--- src/rtl/exc_entry_seq.sv ---
module exc_entry_seq #(
  parameter int XLEN       = 32,
  parameter int CW         = 6,
  parameter int NLEVEL     = 6,
  parameter int DBG_LEVEL  = 3,
  parameter int EXCM_LEVEL = 3,
  parameter bit HAS_DEPC   = 1'b1,
  parameter bit RELOC      = 1'b1,
  parameter logic [XLEN-1:0] RESET_VB   = 32'h4000_0000,
  parameter logic [XLEN-1:0] VEC_KERNEL = 32'h4000_0300,
  parameter logic [XLEN-1:0] VEC_USER   = 32'h4000_0340,
  parameter logic [XLEN-1:0] VEC_DOUBLE = 32'h4000_03C0,
  parameter logic [XLEN-1:0] VEC_DEBUG  = 32'h4000_0280,
  localparam int LW = $clog2(NLEVEL + 1)
) (
  input  logic            clk,
  input  logic            rst_n,
  input  logic            exc_req,
  input  logic [XLEN-1:0] req_pc,
  input  logic [CW-1:0]   exc_cause,
  input  logic            exc_addr_vld,
  input  logic [XLEN-1:0] exc_addr,
  input  logic            dbg_req,
  input  logic [CW-1:0]   dbg_cause,
  input  logic            ps_wr,
  input  logic [5:0]      ps_wdata,
  input  logic            vb_wr,
  input  logic [XLEN-1:0] vb_wdata,
  input  logic [LW-1:0]   rd_lvl,
  output logic            redirect,
  output logic [XLEN-1:0] redirect_vec,
  output logic [5:0]      ps_o,
  output logic [CW-1:0]   exccause_o,
  output logic [XLEN-1:0] excvaddr_o,
  output logic [CW-1:0]   dbgcause_o,
  output logic [XLEN-1:0] depc_o,
  output logic [XLEN-1:0] rd_epc,
  output logic [5:0]      rd_eps
);
  localparam int EXCM = 4;
  localparam int UM   = 5;

  logic [5:0]      ps;
  logic [XLEN-1:0] vecbase;
  logic [XLEN-1:0] epc [NLEVEL+1];
  logic [5:0]      eps [NLEVEL+1];
  logic [3:0]      cur_lvl;
  logic            dbg_take, exc_take, dbl;
  logic [XLEN-1:0] fixed_vec, tgt_vec;

  assign cur_lvl  = (ps[EXCM] && ps[3:0] < 4'(EXCM_LEVEL)) ? 4'(EXCM_LEVEL) : ps[3:0];
  assign dbg_take = dbg_req && (cur_lvl < 4'(DBG_LEVEL));
  assign exc_take = exc_req && !dbg_take;
  assign dbl      = ps[EXCM];

  always_comb begin
    if (dbg_take)     fixed_vec = VEC_DEBUG;
    else if (dbl)     fixed_vec = VEC_DOUBLE;
    else if (ps[UM])  fixed_vec = VEC_USER;
    else              fixed_vec = VEC_KERNEL;
  end

  generate
    if (RELOC) begin : g_reloc
      assign tgt_vec = fixed_vec - RESET_VB + vecbase;
    end else begin : g_fixed
      assign tgt_vec = fixed_vec;
    end
  endgenerate

  always_ff @(posedge clk) begin
    if (!rst_n) begin
      ps           <= '0;
      vecbase      <= RESET_VB;
      redirect     <= 1'b0;
      redirect_vec <= '0;
      exccause_o   <= '0;
      excvaddr_o   <= '0;
      dbgcause_o   <= '0;
      for (int i = 0; i <= NLEVEL; i++) begin
        epc[i] <= '0;
        eps[i] <= '0;
      end
    end else begin
      redirect <= dbg_take || exc_take;
      if (dbg_take || exc_take) redirect_vec <= tgt_vec;
      if (vb_wr) vecbase <= vb_wdata;
      if (dbg_take) begin
        dbgcause_o     <= dbg_cause;
        epc[DBG_LEVEL] <= req_pc;
        eps[DBG_LEVEL] <= ps;
        ps             <= {ps[UM], 1'b1, 4'(DBG_LEVEL)};
      end else if (exc_take) begin
        exccause_o <= exc_cause;
        if (exc_addr_vld) excvaddr_o <= exc_addr;
        if (!(dbl && HAS_DEPC)) epc[1] <= req_pc;
        ps[EXCM] <= 1'b1;
      end else if (ps_wr) begin
        ps <= ps_wdata;
      end
    end
  end

  generate
    if (HAS_DEPC) begin : g_depc
      logic [XLEN-1:0] depc_q;
      always_ff @(posedge clk) begin
        if (!rst_n) depc_q <= '0;
        else if (exc_take && dbl) depc_q <= req_pc;
      end
      assign depc_o = depc_q;
    end else begin : g_nodepc
      assign depc_o = '0;
    end
  endgenerate

  assign ps_o   = ps;
  assign rd_epc = (int'(rd_lvl) <= NLEVEL) ? epc[rd_lvl] : '0;
  assign rd_eps = (int'(rd_lvl) <= NLEVEL) ? eps[rd_lvl] : '0;
endmodule

--- config.mk ---
export PLATFORM = sky130hd
export DESIGN_NAME = exc_entry_seq
export DESIGN_NICKNAME = d
export VERILOG_FILES = /design/src/rtl/exc_entry_seq.sv
export SDC_FILE = /design/constraint.sdc
export NUM_CORES = 1
export LEC_CHECK = 0
export ABC_AREA = 1
export BUFFER_PORTS_ARGS = -buffer_cell sky130_fd_sc_hd__buf_4
export CORE_ASPECT_RATIO = 0.7
export CORE_MARGIN = 3
export CORE_UTILIZATION = 36
export DETAILED_ROUTE_END_ITERATION = 7
export PLACE_DENSITY_LB_ADDON = 0.08
export RECOVER_POWER = 100
export SLEW_MARGIN = 25
export SYNTH_ARGS = -nofsm -noshare
export SYNTH_HDL_FRONTEND = slang
export SYNTH_SLANG_ARGS = --single-unit
export TNS_END_PERCENT = 20
--- constraint.sdc ---
create_clock -name clk -period 3.5 [get_ports clk]
set_input_delay 0.35 -clock clk [delete_from_list [all_inputs] [get_ports clk]]
set_output_delay 0.35 -clock clk [all_outputs]
set_load 0.005 [all_outputs]
==> results of run 1 <==
state kept, by name, summed over array words and instances (netlist names):
register / cells
dbgcause_o: 6
depc_o: 32
epc: 128
eps: 12
exccause_o: 6
excvaddr_o: 32
ps_o: 6
redirect: 1
redirect_vec: 32
vecbase: 32
area by class of cell:
cell class	instances	area (sq um)	share of cell area [%]
antenna	1	2.502	0.01586
clock inverter	21	329.1	2.085
clock buffer	35	810.8	5.138
multi-input combinational	938	4274	27.09
sequential	287	7148	45.30
inverter	115	435.4	2.759
tap	427	534.3	3.386
timing repair buffer	320	2246	14.23
layer usage:
| metal | vias up | share of wire, % |
|---|---|---|
| met4 | 0 | 1.6 |
| met1 | 4966 | 47 |
| met2 | 313 | 44 |
| met5 | - | 0 |
| li1 | 5185 | - |
| met3 | 46 | 7.3 |
timing repair:
item | in CTS | in global routing
hold buffers | 22 | 0
buffers inserted | 0 | 0
hold endpoints to repair | 22 | 0
power breakdown:
part / switching, uW / internal, uW
clock network: 1350 / 2310
logic: 619 / 396
registers: 112 / 3780
total: 2080 / 6490
worst max-delay path, delay by kind of cell (launching register included):
family / cells / cell delay (ns)
flip-flops: 1 / 0.35
AND/OR/NAND/NOR: 3 / 0.63
AO/OA/AOI/OAI: 3 / 0.60
buffers and inverters: 2 / 0.83
adder cells (fa/ha/maj): 1 / 0.50
cell families (layout without fill, tap and decap cells):
logic type,count (synthesis),count (layout),synth area share (%)
buf+inv,200,491,6.937
flops,287,287,58.87
simple gates,588,588,20.06
other cells,1,39,0.03089
compound gates,305,305,13.41
xor+xnor,3,3,0.2165
fa+ha+maj,4,4,0.4742
path summary, 6_finish.rpt:
path	from	endpoint	cells after the start
worst max register to register	ps_o[4]$_SDFFE_PN0P_	redirect_vec[16]$_SDFFE_PN0P_	9
worst min register to register	dbgcause_o[0]$_SDFFE_PN0P_	dbgcause_o[0]$_SDFFE_PN0P_	2
worst min-delay path	dbg_cause[5]	dbgcause_o[5]$_SDFFE_PN0P_	3
worst max-delay path	ps_o[4]$_SDFFE_PN0P_	redirect_vec[16]$_SDFFE_PN0P_	9
layout by cell type, fill, tap and decap left out, drive strengths merged, types with 2 or more instances in the layout:
master / instances
ha: 3
o21bai: 2
dlygate4sd3: 22
o211ai: 2
or2: 3
dfxtp: 147
a21oi: 126
nor2: 264
bufinv: 9
o21a: 32
nand3b: 4
buf: 135
o21ai: 138
clkinvlp: 5
nand2: 197
xor2: 3
nand4: 5
clkinv: 8
clkbuf: 198
conb: 38
inv: 114
a31oi: 4
nand3: 115
edfxtp: 140
through the flow:
stage               cell area [sq um]  setup WS, ns  total power, uW  util (%)  hold slack (ns)
floorplan                       12280         1.001             4473         -           0.4426
global placement                14670        0.7821             5008     44.79           0.4319
detailed placement              14670        0.7105             5017     44.79           0.4424
CTS                             16030        0.6873             8718     48.94         0.001456
global route                    15780        0.2521             8945     48.17          0.01498
finish                          15780        0.4701             8569     48.17          0.03382
==> impl_metrics.csv, run 1 <==
group,metric,value,unit
timing,slew-limit-headroom,-54.47,%
run_status,violations,"max-capacitance violations, max-slew violations",
timing,setup_violations,0,
detailed_routing,drt.antenna.violating_nets,0,
worst_setup_path,critPathMaxFanout,35,
layout,layout.nets,1820,
logic_synthesis,synth-seq-cells,287,
layout,layout.filler_cells,3189,
global_routing,grt_usage,20.36,%
clock_network,clock-root-buffer,"clkbuf_16",
floorplanning,core,0.03276,sq mm
timing,timing.final.crit_share,86.57,%
logic_synthesis,synth.top_cell.area_share,34.63,%
timing,worst_slew_pin_slew,2.317,ns
detailed_routing,wl_per_cell,17.49,microns
detailed_routing,viasPerCell,4.902,
job,max_cap_viol_count,5,
logic_synthesis,synth-edff-count,140,
clock_network,clk_pin_slew_worst_paths,0.07,ns
timing,drv_slew,266,
global_routing,grt-busiest-layer,"met2",
worst_setup_path,crit_chain,"clkbuf_2 > nor2_1 > fa_1 > o21ai_2 > nand2_1 > nor2_1 > inv_1 > o21ai_0 > o21ai_0",
placement,dp_cells,2065,
global_routing,use_met2,30.93,%
detailed_routing,firstDrtPassIters,6,
clock_network,insertion_delay,0.56,ns
worst_setup_path,slowest_stage,"clkbuf_2",
detailed_routing,drtIter0Drc,666,
logic_synthesis,synthArstFlopShare,0,%
global_routing,gr-usage-met3,5.274,%
layout,area_growth,29.99,%
worst_setup_path,cp.required,3.94,ns
layout,final_layout_size_suffix_gt1_share,17.83,%
global_routing,overflow,0,
timing,rsz0062_at_grt,"false",
global_routing,grt_max_degree,74,
worst_setup_path,critPathMaxStageDelay,0.77,ns
detailed_routing,drc,0,
logic_synthesis,synth_area_leaders,"edfxtp_1 35%, dfxtp_1 24%, nor2_1 8.0%, nand2_1 6.0%, o21ai_0 5.6%",
clock_network,cts_tree,"done",
floorplanning,rows,55,
floorplanning,start_util,37.06,%
timing,fin_worst_skew,0.01024,ns
logic_synthesis,ys_dominant_reg_cell,"dfxtp_1",
global_routing,grtUsageMet1,29.63,%
logic_synthesis,synth_top_area_cell,"edfxtp_1",
pwr,power.density,543.0,mW/mm^2
clock_network,clock-sinks,287,
worst_setup_path,r2r_slack,0.47,ns
run_status,status,"finished with violations",
clock_network,clock_path_buffers,3,
logic_synthesis,netlist_area,0.01214,sq mm
floorplanning,fp.dieW,225.5,microns
logic_synthesis,synth_sequential_area_ratio,58.87,%
logic_synthesis,ys_warn_count,0,
logic_synthesis,postSynthCellCount,1388,
pwr,p_leak,0.006673,uW
detailed_routing,totalWireLength,37500,microns
floorplanning,dieHeight,159.6,microns
timing,fmax,330.0,MHz
timing,setup-tns-final,0,ns
worst_setup_path,crit_path_end_kind,"flip-flop",
clock_network,cts.htree.levels,1,
worst_setup_path,crit_arrival,3.47,ns
floorplanning,io_pins,277,
layout,final_cells,2144,
pwr,ir_worst_vdd,0.0002919,V
placement,portBuffers,276,
global_routing,antenna_found_initial,1,
logic_synthesis,synth_area_per_cell,8.746,sq um
timing,min_period,3.030,ns
worst_setup_path,crit_type,"reg2reg",
placement,dpl.hpwl,25190,microns
clock_network,cts-buffers-inserted,30,
logic_synthesis,yosysUniqueCellTypes,35,
hold_path,hp-class,"in2reg",
global_routing,grt_pass1_wl,58330,microns
timing,final_hold_viol_count,0,
worst_setup_path,cp-start-kind,"flip-flop",
floorplanning,dieArea,0.03599,sq mm
logic_synthesis,synth.most_common_cell,"nor2_1",
global_routing,grt_pass1_vias,10180,
placement,globalplace.congestion,0.8861,
logic_synthesis,synth_common_cells,"260 x nor2_1, 195 x nand2_1, 147 x dfxtp_1",
detailed_routing,via_count,10510,
clock_network,post_cts_resized,0,
Power figures use the tool's default switching activity.
==> run 2: changes to the inputs <==
--- a/config.mk
+++ b/config.mk
@@ -9,7 +9,7 @@
 export BUFFER_PORTS_ARGS = -buffer_cell sky130_fd_sc_hd__buf_4
 export CORE_ASPECT_RATIO = 0.7
 export CORE_MARGIN = 3
-export CORE_UTILIZATION = 36
+export CORE_UTILIZATION = 38
 export DETAILED_ROUTE_END_ITERATION = 7
 export PLACE_DENSITY_LB_ADDON = 0.08
 export RECOVER_POWER = 100
==> constraint.sdc (replaced) <==
create_clock -name clk -period 3.5 [get_ports clk]
set_input_delay 0.175 -clock clk [delete_from_list [all_inputs] [get_ports clk]]
set_output_delay 0.175 -clock clk [all_outputs]
set_load 0.005 [all_outputs]
==> run 2 against run 1 <==
Against the previous run:
- the flow still finishes with violations (max-capacitance violations, max-slew violations)
- total power decreased by 4.8%
- sequential power hardly changed
- design area increased by 5.4%
- via count up 3.5%
- largest power group unchanged
==> impl_metrics.csv, run 2 (same netlist as run 1, synthesis figures left out) <==
group,metric,value,unit
worst_setup_path,crit_arrival,3.51,ns
pwr,power.density,490.8,mW/mm^2
timing,final_hold_viol_count,0,
placement,dp_cells,2055,
placement,globalplace.congestion,0.8793,
timing,rsz0062_at_grt,"false",
pwr,p_comb_share,13.6,%
floorplanning,dieArea,0.03416,sq mm
placement,portBuffers,276,
worst_setup_path,crit_path_start,"ps_o[4]$_SDFFE_PN0P_",
detailed_routing,via_count,10880,
layout,layout.nets,1926,
layout,area_growth,36.96,%
floorplanning,fp.dieW,219.6,microns
detailed_routing,viasPerCell,4.847,
clock_network,cts-buffers-inserted,30,
detailed_routing,totalWireLength,38770,microns
worst_setup_path,cp-start-kind,"flip-flop",
global_routing,grt_pass1_vias,10790,
timing,worst_slew_pin_slew,2.435,ns
pwr,internal_power,6074,uW
clock_network,clk_pin_slew_worst_paths,0.07,ns
clock_network,clock-sinks,287,
pwr,pwr-share-seq,47.7,%
floorplanning,core,0.03128,sq mm
placement,dpl.hpwl,24930,microns
worst_setup_path,crit_path_end_kind,"flip-flop",
layout,final_cells,2244,
hold_path,worstHoldStart,"ps_wr",
worst_setup_path,critPathMaxFanout,35,
global_routing,grt_usage,22.37,%
floorplanning,rows,54,
run_status,status,"finished with violations",
worst_setup_path,r2r-start,"ps_o[4]$_SDFFE_PN0P_",
pwr,total_power,8159,uW
layout,layout_commonest_cell,"nor2_1",
floorplanning,start_util,38.80,%
global_routing,antenna_found_initial,2,
layout,final_cell_mix,"261 x nor2_1, 194 x nand2_1, 147 x dfxtp_1",
global_routing,overflow,0,
timing,drv_slew,142,
global_routing,grt_pass1_wl,60540,microns
clock_network,clock-root-buffer,"clkbuf_16",
detailed_routing,drc,0,
hold_path,hp-class,"in2reg",
clock_network,post_cts_resized,0,
layout,final_layout_size_suffix_gt1_share,15.81,%
timing,min_period,3.075,ns
timing,fin_worst_skew,0.01520,ns
pwr,p_leak,0.007017,uW
clock_network,cts.htree.levels,1,
clock_network,clock_path_buffers,3,
detailed_routing,drt.antenna.violating_nets,0,
pwr,swShare,25.56,%
detailed_routing,firstDrtPassIters,5,
clock_network,cts_setup_buffers,0,
timing,setup-tns-final,0,ns
worst_setup_path,cp.required,3.94,ns
pwr,p_clk_share,38.7,%
timing,fmax,325.2,MHz
detailed_routing,drtIter0Drc,665,
floorplanning,io_pins,277,
clock_network,insertion_delay,0.56,ns
global_routing,grt_max_degree,74,
detailed_routing,wl_per_cell,17.28,microns
layout,largest_reg_flops,128,
run_status,violations,"max-capacitance violations, max-slew violations",
layout,largest_register,"epc",
timing,timing.final.crit_share,87.86,%
pwr,ir_worst_vdd,0.0003108,V
timing,setup_violations,0,
worst_setup_path,crit_type,"reg2reg",
job,max_cap_viol_count,3,
pwr,p_sw,2085,uW
timing,slew-limit-headroom,-62.34,%
clock_network,holdBufCountCts,131,
clock_network,cts_tree,"done",
floorplanning,dieHeight,155.5,microns
## run 2: path summary, 6_finish.rpt
kind                                   endpoint  slack, ns  cells past startpoint
hold reg to reg      dbgcause_o[5]$_SDFFE_PN0P_       0.45                      2
setup reg to reg  redirect_vec[16]$_SDFFE_PN0P_       0.42                      9
hold / removal             ps_o[4]$_SDFFE_PN0P_       0.04                      4
setup / recovery  redirect_vec[16]$_SDFFE_PN0P_       0.42                      9
## run 2: stage by stage
stage	hold WS, ns	instance area, sq um	setup slack (ns)	utilization [%]
2_1_floorplan	0.3013	12280	1.001	-
3_3_place_gp	0.3965	14630	0.8559	46.78
3_5_place_dp	0.4035	14630	0.7489	46.78
4_1_cts	0.001357	16910	0.7303	54.06
5_1_grt	0.06716	16630	0.2538	53.15
6_report	0.03960	16630	0.4247	53.15
## run 2: power groups by stage
stage	combinational (uW)	clock [uW]	sequential (uW)
detailed placement	1050	0	3960
finish	1110	3160	3890
global placement	1040	0	3960
floorplan	531	0	3940
global route	1240	3390	3920
CTS	1170	3240	3890
## run 2: per-layer routing
layer | global-route usage [%] | part of all wire (%) | up-vias
li1 | - | - | 5397
met1 | 31.74 | 46 | 5102
met2 | 34.47 | 44 | 309
met3 | 5.217 | 6.6 | 68
met4 | 6.250 | 2.8 | 0
met5 | 0 | 0 | -
## run 2: cell type report
class	instances	area, sq um
Tap cell	420	525.5
Multi-Input combinational cell	938	4279
Timing Repair Buffer	426	3267
Inverter	115	435.4
Clock inverter	8	70.07
Fill cell	2941	14660
Clock buffer	48	897.1
Sequential cell	287	7147
Antenna cell	2	5.005
## run 2: worst max-delay path, cell delays in order (launching register included)
cell and delay, ns:
dfxtp_1 0.37, clkbuf_2 0.79, nor2_1 0.19, fa_1 0.50, o21ai_2 0.35, nand2_1 0.17
nor2_1 0.28, inv_1 0.06, o21ai_0 0.13, o21ai_0 0.10
==> run 3: changes to the inputs <==
--- a/config.mk
+++ b/config.mk
@@ -11,8 +11,10 @@
 export CORE_MARGIN = 3
 export CORE_UTILIZATION = 38
 export DETAILED_ROUTE_END_ITERATION = 7
+export MAX_ROUTING_LAYER = met4
 export PLACE_DENSITY_LB_ADDON = 0.08
 export RECOVER_POWER = 100
+export SKIP_CTS_REPAIR_TIMING = 1
 export SLEW_MARGIN = 25
 export SYNTH_ARGS = -nofsm -noshare
 export SYNTH_HDL_FRONTEND = slang
==> constraint.sdc (replaced) <==
create_clock -name clk -period 4 [get_ports clk]
set_input_delay 0.2 -clock clk [delete_from_list [all_inputs] [get_ports clk]]
set_output_delay 0.2 -clock clk [all_outputs]
set_load 0.005 [all_outputs]
==> run 3 against run 2 <==
Against the previous run:
- worst setup slack better by 0.31 ns
- design area is 1.1% lower
- critical path type is now in2out
- the run ends with negative hold slack, max-capacitance violations, max-slew violations left
- total power is 13% lower
==> impl_metrics.csv, run 3 (same netlist as run 1, synthesis figures left out) <==
group,metric,value,unit
detailed_routing,totalWireLength,38150,microns
worst_setup_path,crit_path_end_kind,"output port",
detailed_routing,drc,0,
worst_setup_path,path_delay_family,"simple AND/OR/NAND/NOR gates",
layout,final_layout_size_suffix_gt1_share,16.26,%
timing,fin_hold_ws,-0.01315,ns
worst_setup_path,crit_arrival,3.06,ns
detailed_routing,drt.antenna.violating_nets,0,
pwr,p_clk_share,38.8,%
worst_setup_path,rr_worst_depth,8,
timing,setup_slack,0.7390,ns
timing,worst_slew_pin_slew,2.151,ns
timing,setup-tns-final,0,ns
clock_network,insertion_delay,0.56,ns
worst_setup_path,r2r-start,"ps_o[1]$_SDFFE_PN0P_",
pwr,p_leak,0.006943,uW
worst_setup_path,crit_type,"in2out",
timing,final_hold_viol_count,3,
timing,drv_slew,191,
worst_setup_path,crit_chain,"buf_4 > nand2_1 > nor2_1 > clkbuf_1 > a21oi_1 > clkbuf_4",
run_status,violations,"negative hold slack, max-capacitance violations, max-slew violations",
detailed_routing,drtIter0Drc,727,
pwr,p_comb_share,13.4,%
floorplanning,rows,54,
placement,globalplace.congestion,0.8742,
pwr,swShare,25.52,%
clock_network,cts.htree.levels,1,
pwr,pwr-share-seq,47.8,%
worst_setup_path,cp.required,3.80,ns
worst_setup_path,critPathMaxStageDelay,1.59,ns
worst_setup_path,cp-start-kind,"input pin",
pwr,internal_power,5307,uW
worst_setup_path,r2r_slack,0.77,ns
pwr,power.density,433.5,mW/mm^2
timing,fin_worst_skew,0.01417,ns
hold_path,holdPathStages,3,
worst_setup_path,path_buf_inv,3,
layout,largest_register,"epc",
job,max_cap_viol_count,5,
floorplanning,core,0.03128,sq mm
placement,dpl.hpwl,24210,microns
layout,area_growth,35.43,%
detailed_routing,wl_per_cell,17.21,microns
clock_network,cts_tree,"done",
global_routing,grt_max_degree,81,
floorplanning,start_util,38.80,%
floorplanning,io_pins,277,
pwr,total_power,7126,uW
timing,rsz0062_at_grt,"false",
detailed_routing,via_count,10720,
worst_setup_path,critPathMaxFanout,24,
layout,utilization,52.55,%
placement,post-place-ws,1.225,ns
detailed_routing,firstDrtPassIters,5,
worst_setup_path,slowest_stage,"nor2_1",
timing,fmax,306.7,MHz
layout,layout.nets,1900,
timing,setup_violations,0,
hold_path,holdPathEnd,"vecbase[10]$_SDFFE_PN0P_",
layout,layout.filler_cells,3003,
pwr,p_sw,1818,uW
clock_network,cts-buffers-inserted,30,
timing,slew-limit-headroom,-43.92,%
timing,min_period,3.261,ns
global_routing,grt_usage,21.79,%
floorplanning,dieArea,0.03416,sq mm
layout,final_cell_mix,"261 x nor2_1, 193 x nand2_1, 146 x dfxtp_1",
clock_network,clock-root-buffer,"clkbuf_16",
clock_network,clock_path_buffers,3,
worst_setup_path,reg2reg_to,"excvaddr_o[22]$_SDFFE_PN0P_",
timing,timing.final.crit_share,81.52,%
clock_network,clk_pin_slew_worst_paths,0.06,ns
clock_network,clock-sinks,287,
layout,layout_commonest_cell,"nor2_1",
worst_setup_path,worstSetupPathDepth,6,
global_routing,grt_pass1_wl,56350,microns
global_routing,grt_pass1_vias,9695,
global_routing,antenna_found_initial,1,
placement,portBuffers,276,
global_routing,overflow,0,
layout,largest_reg_flops,128,
floorplanning,fp.dieW,219.6,microns
run_status,status,"finished with violations",
hold_path,hp-class,"in2reg",
hold_path,worstHoldStart,"vb_wdata[10]",
detailed_routing,viasPerCell,4.835,
floorplanning,dieHeight,155.5,microns
pwr,ir_worst_vdd,0.0003491,V
-- run 3: cell count changes in the layout (fill, tap and decap cells not counted), sizes merged --
cell / previous run / this run
dlygate4sd3: 131 / 113
clkbuf: 207 / 198
clkinv: 6 / 10
buf: 136 / 134
clkinvlp: 2 / 1
diode: 2 / 1
-- run 3: layout make-up --
type	count	area, sq um	area share (%)
well taps	420	525.5	3.197
repair buffers	400	3070	18.68
multi-input cells	938	4287	26.08
clock buffers	45	893.4	5.434
inverters	115	435.4	2.649
flip-flops and latches	287	7148	43.48
clock inverters	11	77.57	0.4719
diodes	1	2.502	0.01522
-- run 3: worst max path at each step --
stage,slack [ns],from,end
2_1_floorplan,1.50,ps_o[4]$_SDFFE_PN0P_,redirect_vec[16]$_SDFFE_PN0P_
3_3_place_gp,1.31,ps_o[1]$_SDFFE_PN0P_,redirect_vec[16]$_SDFFE_PN0P_
3_5_place_dp,1.22,ps_o[1]$_SDFFE_PN0P_,redirect_vec[16]$_SDFFE_PN0P_
4_1_cts,1.22,ps_o[1]$_SDFFE_PN0P_,redirect_vec[16]$_SDFFE_PN0P_
5_1_grt,0.51,ps_o[1]$_SDFFE_PN0P_,excvaddr_o[14]$_SDFFE_PN0P_
6_report,0.74,rd_lvl[2],rd_epc[26]
-- run 3: per-stage QoR --
step / instances / cell area (sq um) / hold slack [ns]
2_1_floorplan: 1425 / 12280 / 0.3263
3_3_place_gp: 2047 / 14570 / 0.4243
3_5_place_dp: 2047 / 14580 / 0.4261
4_1_cts: 2103 / 15550 / -0.1634
5_1_grt: 2217 / 16440 / 0.003877
6_report: 2217 / 16440 / -0.01315
-- run 3: worst register-to-register path, stage by stage, from the launching register on --
cell	delay (ns)
dfxtp_1	0.38
nand2_1	0.08
nand2_1	0.16
nor2_8	0.09
nor2_1	0.19
clkbuf_2	1.29
nand2_4	0.57
nand2_1	0.22
a21oi_1	0.09
-- run 3: power groups by stage --
stage	Sequential [uW]	Combinational (uW)	Clock (uW)
6_report	3410	953	2770
5_1_grt	3430	1060	2970
4_1_cts	3410	912	2830
3_5_place_dp	3470	910	0
3_3_place_gp	3460	902	0
2_1_floorplan	3450	465	0
-- run 3: per-layer routing --
metal	vias up	share of wire [%]	track usage, %
met1	5035	47	31.17
met5	-	0	-
met4	0	1.8	3.952
li1	5330	-	-
met2	302	45	32.11
met3	52	6.3	4.925
